--- config.mk ---
export PLATFORM = sky130hd
export DESIGN_NAME = lifecycle_guard
export DESIGN_NICKNAME = d
export VERILOG_FILES = /design/src/rtl/lcg_pkg.sv /design/src/rtl/lcg_ctrl.sv /design/src/rtl/lcg_dpath.sv /design/src/rtl/lifecycle_guard.sv
export SDC_FILE = /design/constraint.sdc
export NUM_CORES = 1
export LEC_CHECK = 0
export BUFFER_PORTS_ARGS = -buffer_cell sky130_fd_sc_hd__buf_2
export CAP_MARGIN = 20
export CORE_UTILIZATION = 50
export CTS_CLUSTER_DIAMETER = 120
export DETAILED_ROUTE_END_ITERATION = 7
export GPL_ROUTABILITY_DRIVEN = 0
export PLACE_DENSITY = 0.89
export SLEW_MARGIN = 20
export SYNTH_ARGS = -nofsm -noshare
export SYNTH_HDL_FRONTEND = slang
export SYNTH_SLANG_ARGS = --single-unit
--- constraint.sdc ---
create_clock -name clk -period 4 [get_ports clk]
set_input_delay 0.4 -clock clk [delete_from_list [all_inputs] [get_ports clk]]
set_output_delay 0.4 -clock clk [all_outputs]
set_load 0.02 [all_outputs]
--- src/rtl/lcg_pkg.sv ---
package lcg_pkg;
  localparam int ST_W   = 4;
  localparam int LVL_W  = 2;
  localparam int CMD_W  = 2;
  localparam int NUM_EN = 3;

  typedef enum logic [ST_W-1:0] {
    LC_MANUF   = 4'b0001,
    LC_SHIPPED = 4'b0010,
    LC_SECURED = 4'b0100,
    LC_RETIRED = 4'b1000
  } lcState_e;

  localparam logic [CMD_W-1:0] CMD_NONE    = 2'b00;
  localparam logic [CMD_W-1:0] CMD_ADVANCE = 2'b01;
  localparam logic [CMD_W-1:0] CMD_RETIRE  = 2'b10;
  localparam logic [CMD_W-1:0] CMD_RECLAIM = 2'b11;

  typedef struct packed {
    logic              toManuf;
    logic              toShipped;
    logic              toSecured;
    logic              toRetired;
    logic              appAccept;
    logic [NUM_EN-1:0] grant;
  } lcStrobes_t;
endpackage

--- src/rtl/lcg_ctrl.sv ---
module lcg_ctrl
  import lcg_pkg::*;
(
  input  lcState_e          curState,
  input  logic              appActive,
  input  logic [CMD_W-1:0]  cmdCode,
  input  logic              rotProvisioned,
  input  logic              dbgPortLocked,
  input  logic              secureBootOn,
  input  logic              appProvReq,
  input  logic [LVL_W-1:0]  dbgLevel,
  input  logic              dbgAuth,
  output lcStrobes_t        strobes
);
  logic [NUM_EN-1:0] levelMask;
  logic retireCmd;
  logic shipReady;

  // Level n opens every enable whose index is below n.
  for (genvar i = 0; i < NUM_EN; i++) begin : g_mask
    assign levelMask[i] = (dbgLevel > LVL_W'(i));
  end

  assign retireCmd = (cmdCode == CMD_RETIRE);
  assign shipReady = rotProvisioned && dbgPortLocked && secureBootOn;

  always_comb begin
    strobes = '0;
    strobes.grant = (dbgAuth && !retireCmd && curState != LC_RETIRED) ? levelMask : '0;
    strobes.appAccept = appProvReq &&
                        (curState == LC_SHIPPED || curState == LC_SECURED);
    if (retireCmd) begin
      strobes.toRetired = 1'b1;
    end else if (strobes.grant[NUM_EN-1] && curState != LC_MANUF) begin
      // Platform-root debug outside manufacturing forces re-provisioning.
      strobes.toManuf = 1'b1;
    end else begin
      case (cmdCode)
        CMD_ADVANCE: begin
          if (!dbgAuth) begin
            if (curState == LC_MANUF && shipReady) strobes.toShipped = 1'b1;
            else if (curState == LC_SHIPPED && appActive) strobes.toSecured = 1'b1;
          end
        end
        CMD_RECLAIM: begin
          if (curState == LC_RETIRED) strobes.toManuf = 1'b1;
        end
        default: ;
      endcase
    end
  end
endmodule

--- src/rtl/lcg_dpath.sv ---
module lcg_dpath
  import lcg_pkg::*;
(
  input  logic              clk,
  input  logic              rstN,
  input  logic [ST_W-1:0]   loadState,
  input  lcStrobes_t        strobes,
  output lcState_e          curState,
  output logic              appActive,
  output logic [NUM_EN-1:0] enables,
  output logic              nsDbgSeen,
  output logic              attestable,
  output logic              secretsValid,
  output logic              secureBootReq,
  output logic              eraseReq
);
  logic [ST_W-1:0]   stateQ;
  logic [NUM_EN-1:0] enQ;
  logic              appQ;
  logic              seenQ;
  lcState_e          nextState;
  logic              nextLive;

  // A word that is not one-hot fails safe to the retired state.
  assign curState = $onehot(stateQ) ? lcState_e'(stateQ) : LC_RETIRED;

  always_comb begin
    if (strobes.toRetired)      nextState = LC_RETIRED;
    else if (strobes.toManuf)   nextState = LC_MANUF;
    else if (strobes.toShipped) nextState = LC_SHIPPED;
    else if (strobes.toSecured) nextState = LC_SECURED;
    else                        nextState = curState;
  end

  assign nextLive = (nextState == LC_SHIPPED) || (nextState == LC_SECURED);

  always_ff @(posedge clk) begin
    if (!rstN) begin
      stateQ <= loadState;
      enQ    <= '0;
      appQ   <= 1'b0;
      seenQ  <= 1'b0;
    end else begin
      stateQ <= nextState;
      enQ    <= strobes.grant;
      appQ   <= nextLive && (appQ || strobes.appAccept);
      seenQ  <= (nextState != LC_MANUF) && (seenQ || strobes.grant[0]);
    end
  end

  assign enables       = enQ;
  assign nsDbgSeen     = seenQ;
  assign appActive     = appQ || (curState == LC_SECURED);
  assign attestable    = (curState == LC_SHIPPED) || (curState == LC_SECURED);
  assign secretsValid  = attestable;
  assign secureBootReq = (curState != LC_MANUF);
  assign eraseReq      = (curState == LC_RETIRED);
endmodule

--- src/rtl/lifecycle_guard.sv ---
module lifecycle_guard
  import lcg_pkg::*;
(
  input  logic        clk,
  input  logic        rstN,
  input  logic [3:0]  loadState,
  input  logic [1:0]  cmdCode,
  input  logic        rotProvisioned,
  input  logic        dbgPortLocked,
  input  logic        secureBootOn,
  input  logic        appProvReq,
  input  logic [1:0]  dbgLevel,
  input  logic        dbgAuth,
  output logic [3:0]  lcState,
  output logic        appActive,
  output logic        nsDbgEn,
  output logic        appDbgEn,
  output logic        rotDbgEn,
  output logic        nsDbgSeen,
  output logic        attestable,
  output logic        secretsValid,
  output logic        secureBootReq,
  output logic        eraseReq
);
  lcStrobes_t        strobes;
  lcState_e          curState;
  logic [NUM_EN-1:0] enables;

  lcg_ctrl u_ctrl (
    .curState      (curState),
    .appActive     (appActive),
    .cmdCode       (cmdCode),
    .rotProvisioned(rotProvisioned),
    .dbgPortLocked (dbgPortLocked),
    .secureBootOn  (secureBootOn),
    .appProvReq    (appProvReq),
    .dbgLevel      (dbgLevel),
    .dbgAuth       (dbgAuth),
    .strobes       (strobes)
  );

  lcg_dpath u_dpath (
    .clk          (clk),
    .rstN         (rstN),
    .loadState    (loadState),
    .strobes      (strobes),
    .curState     (curState),
    .appActive    (appActive),
    .enables      (enables),
    .nsDbgSeen    (nsDbgSeen),
    .attestable   (attestable),
    .secretsValid (secretsValid),
    .secureBootReq(secureBootReq),
    .eraseReq     (eraseReq)
  );

  assign lcState  = curState;
  assign nsDbgEn  = enables[0];
  assign appDbgEn = enables[1];
  assign rotDbgEn = enables[2];
endmodule

==> flow_results.org, run 1 <==
** Finish
- Leaving out fill and tap cells, the most frequent cell in the layout is buf_2.
- Antenna diode count :: 0
- For this run, the post-layout net count is 130.
- Commonest cells after routing, fill and taps aside :: buf_2 (27), nor2_1 (9), dfxtp_1 (9)
- In the final layout, the share of cells above drive strength 1 is 0.3273.
- Layout overhead on the synthesized area :: 22.32%

** Timing
- Setup violations remaining at the end of the flow were counted as 0.
- In the post-route analysis, the smallest setup slack over all paths is 0.7937 ns.
- Least-Margin Pin Slew :: 0.7642 ns
- RSZ-0062 raised after global routing :: no
- Worst clock skew :: 0.005097 ns
- Setup total negative slack on the finished layout was measured at 0 ns.
- The final max-slew violation count was 0.
- Across all hold checks on the routed design, the worst slack comes to 0.3754 ns.
- Maximum clock rate :: 0.3119 GHz
- Count of final hold-check violations :: 0
- Share of the clock period used by the worst path after layout :: 0.8016
- After layout, the minimum clock period comes to 3.206 ns.
- Headroom to the max-slew limit came out at 0.4833.

** CTS
- Post-CTS setup-driven buffer insertion count :: 0
- Master cell of the clock root buffer :: clkbuf_4
- After clock tree synthesis, the clock-pin slew on the worst setup and hold paths is 0.07 ns.
- CTS H-tree depth :: 1
- Buffer depth of the longest clock path :: 2
- CTS-repair resized insts :: 0
- Buffers inserted to repair hold after CTS numbered 0.
- For the worst-skew pair, the clock arrives at the later sink with an insertion delay of 0.26 ns.
- TritonCTS built the clock tree.
- Total clock buffers created by CTS :: 3
- CTS sink cnt :: 9

** Worst hold path
- Hold EP :: u_dpath.stateQ[3]
- The tightest min-delay check is of the in -> reg type.
- Along the worst hold path, the cell count comes to 3.
- The startpoint identified for the worst hold timing path is loadState[3].

** Setup path
- The cell that appears most often on the critical path is ha_1.
- Reg-to-reg critical path endpoint :: u_dpath.stateQ[0]
- The slowest stage of the critical path belongs to the cell dfxtp_1.
- Among cell families on the critical path, the largest total delay comes from adder cells.
- CP startpoint kind :: flop
- Cell Chain, Critical Path :: ha_1 -> ha_1 -> fa_1 -> or3b_1 -> or3_1 -> buf_2
- The startpoint identified for the worst register-to-register timing path is u_dpath.stateQ[1].
- Data arrival, critical path :: 2.81 ns
- CP Max Fanout :: 9
- On the worst path, the slowest cell contributes a delay of 0.49 ns.
- STA classifies the critical path endpoint as an output port.
- Together, buffers and inverters on the worst path number 1.
- Depth of the most critical reg-to-reg path :: 7
- Classification of the worst setup path :: reg -> out
- Required arrival time at the worst endpoint :: 3.60 ns
- Across all register-to-register paths, the minimum setup slack is 1.20 ns.

** Yosys
- Number of register bits inferred by synthesis :: 9
- Count of different cell masters after synthesis :: 44
- Share of async-settable or async-resettable flops after synthesis :: 0
- In this run, synthesis inferred 0 flip-flops with an integrated enable.
- Synthesized netlist net count :: 102
- Post-synthesis instance area :: 689.4 µm²
- Gate Count Post-Synth :: 83
- Synth Area per Inst :: 8.306 µm²
- Register area share after synthesis :: 0.2613
- Most used DFF post-synth :: dfxtp_1
- During synthesis, Yosys emitted a total of 0 warnings.

** Global route
- Entering global routing, the biggest net connects 11 pins.
- The number of antenna violations at the first check in global routing was 0.
- The number of global-route vias before repair is 571.
- For this run the aggregate overflow at the end of global routing stands at 0.
- For this run, the total global-route usage over all layers was measured as 0.2521.
- The first global-routing pass estimated 2573 µm of wire.

** Placed design
- Total half-perimeter wirelength after legalization and detailed placement :: 1303 µm
- Worst-case setup slack after placement :: 1.111 ns
- Number of buffers added on ports :: 27

** Flow run
- Number of max-cap violations :: 0

** Power
- Power comes to 417.0 µW.
- Power per unit of standard cell area :: 494.5 nW/µm²
- Static leakage :: 0.0003973 µW
- IR analysis of the VDD net gives a maximum drop of 0.0002865 V.

** Drt
- In the routed design, unresolved DRC markers number 1.
- Detailed routing inserted a total of 750 vias.
- Routed Antenna Nets :: 0
- Total Routed Length :: 1674 µm
- 1st-iter DRT viols :: 31
- After detailed routing, the average wire length per cell comes to 13.39 µm.
- After detailed routing, the number of vias per cell comes to 6.000.
- Detailed-routing iteration count for the pre-antenna-repair pass :: 7

** Floorplanning
- Io pins :: 28
- After floorplanning, the core was sized to cover 1285 µm².
- Area of the die :: 1531 µm²
- Measured along the y axis, the die boundary spans 39.13 µm.
- The initialized floorplan defines 13 standard-cell rows.
- Die Span X :: 39.13 µm
- The initial utilization of the core area, before any placement, comes to 0.5365.

** Run status
- Failing checks :: DRC
- Run status :: finished with violations
[cell families after synthesis]
| family | after synthesis | share of synthesized area |
|---|---|---|
| buffers and inverters | 8 | 0.05989 |
| XOR/XNOR | 1 | 0.01271 |
| adder cells (fa/ha/maj) | 4 | 0.08349 |
| flip-flops | 9 | 0.2613 |
| AO/OA/AOI/OAI | 19 | 0.2087 |
| AND/OR/NAND/NOR | 42 | 0.3739 |
[stage by stage]
stage                       util  area [µm²]  cells
after global routing      0.6563       843.3    125
after detailed placement  0.6358       817.0    121
after floorplan                -       689.4     83
after global placement    0.6358       817.0    121
final                     0.6563       843.3    125
after CTS                 0.6563       843.3    125
[tightest hold or removal path, stage by stage]
cell     delay [ns]
buf_2          0.07
nor2_1         0.03
a21oi_1        0.09
[per-layer routing]
metal  part of all wire  vias to the layer above  wire length (µm)  global-route usage
met5                  0                        -                 0                   0
met4              0.013                        0                22              0.1466
met3              0.059                        4                98             0.05780
met2               0.47                       40               783              0.3917
met1               0.46                      345               770              0.3125
li1                   -                      361                 -                   -
[final cells by class]
class | count | area, µm²
timing repair buffer | 27 | 135.1
tap | 15 | 18.77
clock buffer | 4 | 26.28
fill | 114 | 441.7
inverter | 4 | 15.01
sequential | 9 | 180.2
multi-input combinational | 66 | 467.9
[how the worst max path moves through the flow]
stage                      startpoint       endpoint  slack (ns)  cells after the start
finish              u_dpath.stateQ[1]  secureBootReq        0.79                      6
floorplan           u_dpath.stateQ[0]   u_dpath.appQ        1.31                      8
CTS                 u_dpath.stateQ[1]  secureBootReq        0.81                      6
detailed placement  u_dpath.stateQ[1]  secureBootReq        1.11                      6
global placement    u_dpath.stateQ[1]  secureBootReq        1.19                      6
global route        u_dpath.stateQ[1]  secureBootReq        0.66                      6
[report_power, final]
part	internal (µW)	switching (µW)	total, µW	leakage, µW
Sequential	101	18.4	119	0.0000739
Clock	38.5	33.1	71.5	0.0000150
Combinational	88.7	137	226	0.000308
Total	228	189	417	0.000397
[sequential cells by signal (all words and copies together) (netlist names)]
register / cells
u_dpath.stateQ: 4
u_dpath.enables: 3
u_dpath.appQ: 1
u_dpath.nsDbgSeen: 1
[synth_stat cells (2+ instances only)]
master    n  area share
dfxtp_1   9        0.26
nor2_1    9       0.049
inv_1     4       0.022
a31oi_1   3       0.027
ha_1      3       0.054
nand2_1   3       0.016
nand2b_1  3       0.027
nor2b_1   3       0.027
or3_1     3       0.027
a31o_2    2       0.025
and2_1    2       0.018
and3_1    2       0.018
clkbuf_1  2       0.011
nand4_1   2       0.018
o21ai_0   2       0.015
o31a_1    2       0.025
or2_2     2       0.018
Note: power is estimated with default switching activity, not from simulation.
==> inputs of run 2 (changes only) <==
--- a/config.mk
+++ b/config.mk
@@ -7,11 +7,11 @@
 export LEC_CHECK = 0
 export BUFFER_PORTS_ARGS = -buffer_cell sky130_fd_sc_hd__buf_2
 export CAP_MARGIN = 20
-export CORE_UTILIZATION = 50
+export CORE_UTILIZATION = 46
 export CTS_CLUSTER_DIAMETER = 120
 export DETAILED_ROUTE_END_ITERATION = 7
 export GPL_ROUTABILITY_DRIVEN = 0
-export PLACE_DENSITY = 0.89
+export PLACE_DENSITY = 0.84
 export SLEW_MARGIN = 20
 export SYNTH_ARGS = -nofsm -noshare
 export SYNTH_HDL_FRONTEND = slang
==> constraint.sdc (replaced) <==
create_clock -name clk -period 3.2 [get_ports clk]
set_input_delay 0.32 -clock clk [delete_from_list [all_inputs] [get_ports clk]]
set_output_delay 0.32 -clock clk [all_outputs]
set_load 0.02 [all_outputs]
==> run 2 against run 1 <==
Against the previous run:
- the flow now finishes without violations
- final cell count rose by 0.80%
- global-route usage fell by 4.0 points
- critical path depth did not move
- worst setup slack got worse by 0.70 ns
- clock power rose by 25%
- power rose by 28%
- routed wire length fell by 2.3%
- sequential share of layout area fell by 0.073 points
- die area rose by 8.3%
- first-iteration DRC count fell by 9.7%
- highest routed layer unchanged
==> flow_results.org, run 2 (synthesis gave the netlist of run 1 again) <==
** Floorplanning
- Area of the die :: 1658 µm² (+8.3%)
- Die Span X :: 40.72 µm (+4.1%)
- Io pins :: 28 (unchanged)
- Cell Rows :: 13 (unchanged)
- The die outline height is 40.72 µm (+4.1%).
- The area of the core came to 1350 µm² (+5.1%).
- The starting density of the core is 0.5107 (-0.02586).

** Drt
- Routed Antenna Nets :: 0 (unchanged)
- 1st-iter DRT viols :: 28 (-9.7%)
- The total iterations of the first detailed-routing run came to 4 (-3).
- The vias per cell was 5.714 (-4.8%).
- The count of vias placed by the detailed router came to 720 (-4.0%).
- Residual DRC count :: 0 (-1)
- The routed length per placed instance came to 12.98 µm (-3.0%).
- The total wirelength of the detailed-routed design came to 1636 µm (-2.3%).

** Power
- Static leakage :: 0.0004027 µW (+1.3%)
- Overall power consumption :: 534.7 µW (+28%)
- The worst-case vdd ir drop was 0.0003170 V (+11%).
- Power per unit of standard cell area :: 627.5 nW/µm² (+27%)

** Finish
- The area growth from synthesis to layout is 23.59%.
- Max reg flops :: 4 (unchanged)
- The top cell types in the final layout, fill and taps aside, are buf_2 (27), nor2_1 (9), dfxtp_1 (8).
- The final core utilization came to 0.6311 (-0.02514).
- Share of cells above drive strength 1 :: 0.3423 (+0.01507)
- The number of nets in the layout came to 131 (+0.77%).
- The diode insertion count for antenna repair came to 0 (unchanged).
- Most common library cell in the layout ignoring fill and taps :: buf_2
- The final instance count without filler cells was 126 (+0.80%).
- The register with the most flip-flops in the final layout is u_dpath.stateQ.

** Global route
- The wire length of the first global-routing pass was 2263 µm (-12%).
- The number of global-route vias before repair is 562 (-1.6%).
- The total routing resource utilization after global routing is 0.2122 (-0.03990).
- Pin count of the biggest net entering global routing :: 11 (unchanged)
- Total global routing overflow :: 0 (unchanged)
- The number of antenna violations at the first check in global routing came to 0 (unchanged).

** Worst hold path
- The tightest min-delay check is of the in -> reg type.
- Origin of the worst min-delay path :: loadState[3]
- Depth of the worst hold-timing path :: 3 (unchanged)
- Hold EP :: u_dpath.stateQ[3]

** Setup path
- The critical path arrival is 2.78 ns (-0.03 ns).
- STA classifies the critical path startpoint as a flop.
- R2R Setup Slk :: 0.43 ns (-0.77 ns)
- CP Max Fanout :: 9 (unchanged)
- Reg-to-reg critical path startpoint :: u_dpath.stateQ[3]
- The worst setup path is of the reg -> out kind.
- The endpoint identified for the worst register-to-register timing path is u_dpath.stateQ[1].
- The worst path required time came to 2.88 ns (-0.72 ns).
- The worst setup path is captured at an output port.
- Depth of the most critical reg-to-reg path :: 7 (unchanged)

** Placed design
- Placed instance count :: 122 (+0.83%)
- Number of buffers added on ports :: 27 (unchanged)
- The total half-perimeter wirelength after legalization and detailed placement is 1308 µm (+0.35%).
- The worst slack at placement was 0.3750 ns (-0.7362 ns).

** CTS
- The clock latency on the worst-skew pair is 0.27 ns (about the same).
- The number of clock sinks came to 9 (unchanged).
- The cell sitting at the root of the clock tree is a clkbuf_4.
- The clock-pin slew reported for the worst setup and hold paths after clock tree synthesis is 0.06 ns (about the same).
- CTS tree :: built
- Total clock buffers created by CTS :: 3 (unchanged)
- Buffer depth of the longest clock path :: 2 (unchanged)
- The H-tree level count came to 1 (unchanged).
- Cts hold-fix bufs :: 0 (unchanged)

** Timing
- Final Critical Period :: 3.102 ns
- Least-Margin Pin Slew :: 0.7645 ns (+0.0002550 ns)
- The count of final setup violators was 0 (unchanged).
- RSZ-0062 raised after global routing :: no
- Final TNS setup :: 0 ns (unchanged)
- Share of the clock period used by the worst path after layout :: 0.9692
- Max-slew violation total from the final report :: 0 (unchanged)
- Worst clock skew :: 0.0006995 ns (-0.004397 ns)
- Relative slew slack :: 0.4832 (about the same)
- The number of hold-slack violations in the final timing report came to 0 (unchanged).
- Worst setup margin :: 0.09845 ns (-0.6952 ns)
- Maximum clock rate :: 0.3224 GHz

** Flow run
- The max capacitance violation total is 0 (unchanged).

** Run status
- Run status :: completed
[run 2: cell count changes in the layout (fill, tap and decap cells not counted), sizes merged]
| cell | change |
|---|---|
| buf | +1 |
[run 2: report_power, final]
group | switching (µW) | internal, µW | leakage [µW]
Clock | 41.5 | 48.2 | 0.0000150
Sequential | 21.5 | 127 | 0.0000742
Combinational | 175 | 122 | 0.000314
Total | 238 | 297 | 0.000403
[run 2: area by class of cell]
cell class,instances,area [µm²]
fillers,110,498.0
multi-input cells,66,467.9
flip-flops and latches,9,181.4
repair buffers,28,142.6
clock buffers,4,26.28
well taps,15,18.77
inverters,4,15.01
[run 2: worst max path at each step]
| stage | startpoint | endpoint | slack [ns] |
|---|---|---|---|
| finish | u_dpath.stateQ[3] | secureBootReq | 0.1 |
| global route | u_dpath.stateQ[2] | secureBootReq | 0.01 |
| detailed placement | u_dpath.stateQ[1] | secureBootReq | 0.38 |
| global placement | u_dpath.stateQ[1] | secureBootReq | 0.46 |
| CTS | u_dpath.stateQ[1] | secureBootReq | 0.09 |
| floorplan | u_dpath.stateQ[0] | u_dpath.appQ | 0.51 |
[run 2: stage by stage]
stage                     cell area, µm²  hold WS, ns
after floorplan                    689.4       0.4322
after global placement             824.5       0.5568
after detailed placement           824.5       0.5556
after CTS                          850.8       0.2774
after global routing               852.1       0.3008
final                              852.1       0.2804
[run 2: critical path: stages (launching register included)]
cell,delay (ns)
dfxtp_1,0.47
ha_1,0.29
ha_1,0.20
fa_1,0.46
or3b_1,0.47
or3_1,0.43
buf_2,0.18
[run 2: routing by layer]
| metal | track usage | part of all wire | vias to the layer above |
|---|---|---|---|
| met4 | 0.1000 | 0.013 | 0 |
| met2 | 0.3452 | 0.47 | 29 |
| met1 | 0.2712 | 0.46 | 323 |
| met5 | 0 | 0 | - |
| li1 | - | - | 366 |
| met3 | 0.03261 | 0.050 | 2 |
[run 2: timing repair]
action | in CTS | in global routing
setup endpoints to repair | 0 | 1
resized for setup | 0 | 1
buffers inserted | 0 | 0
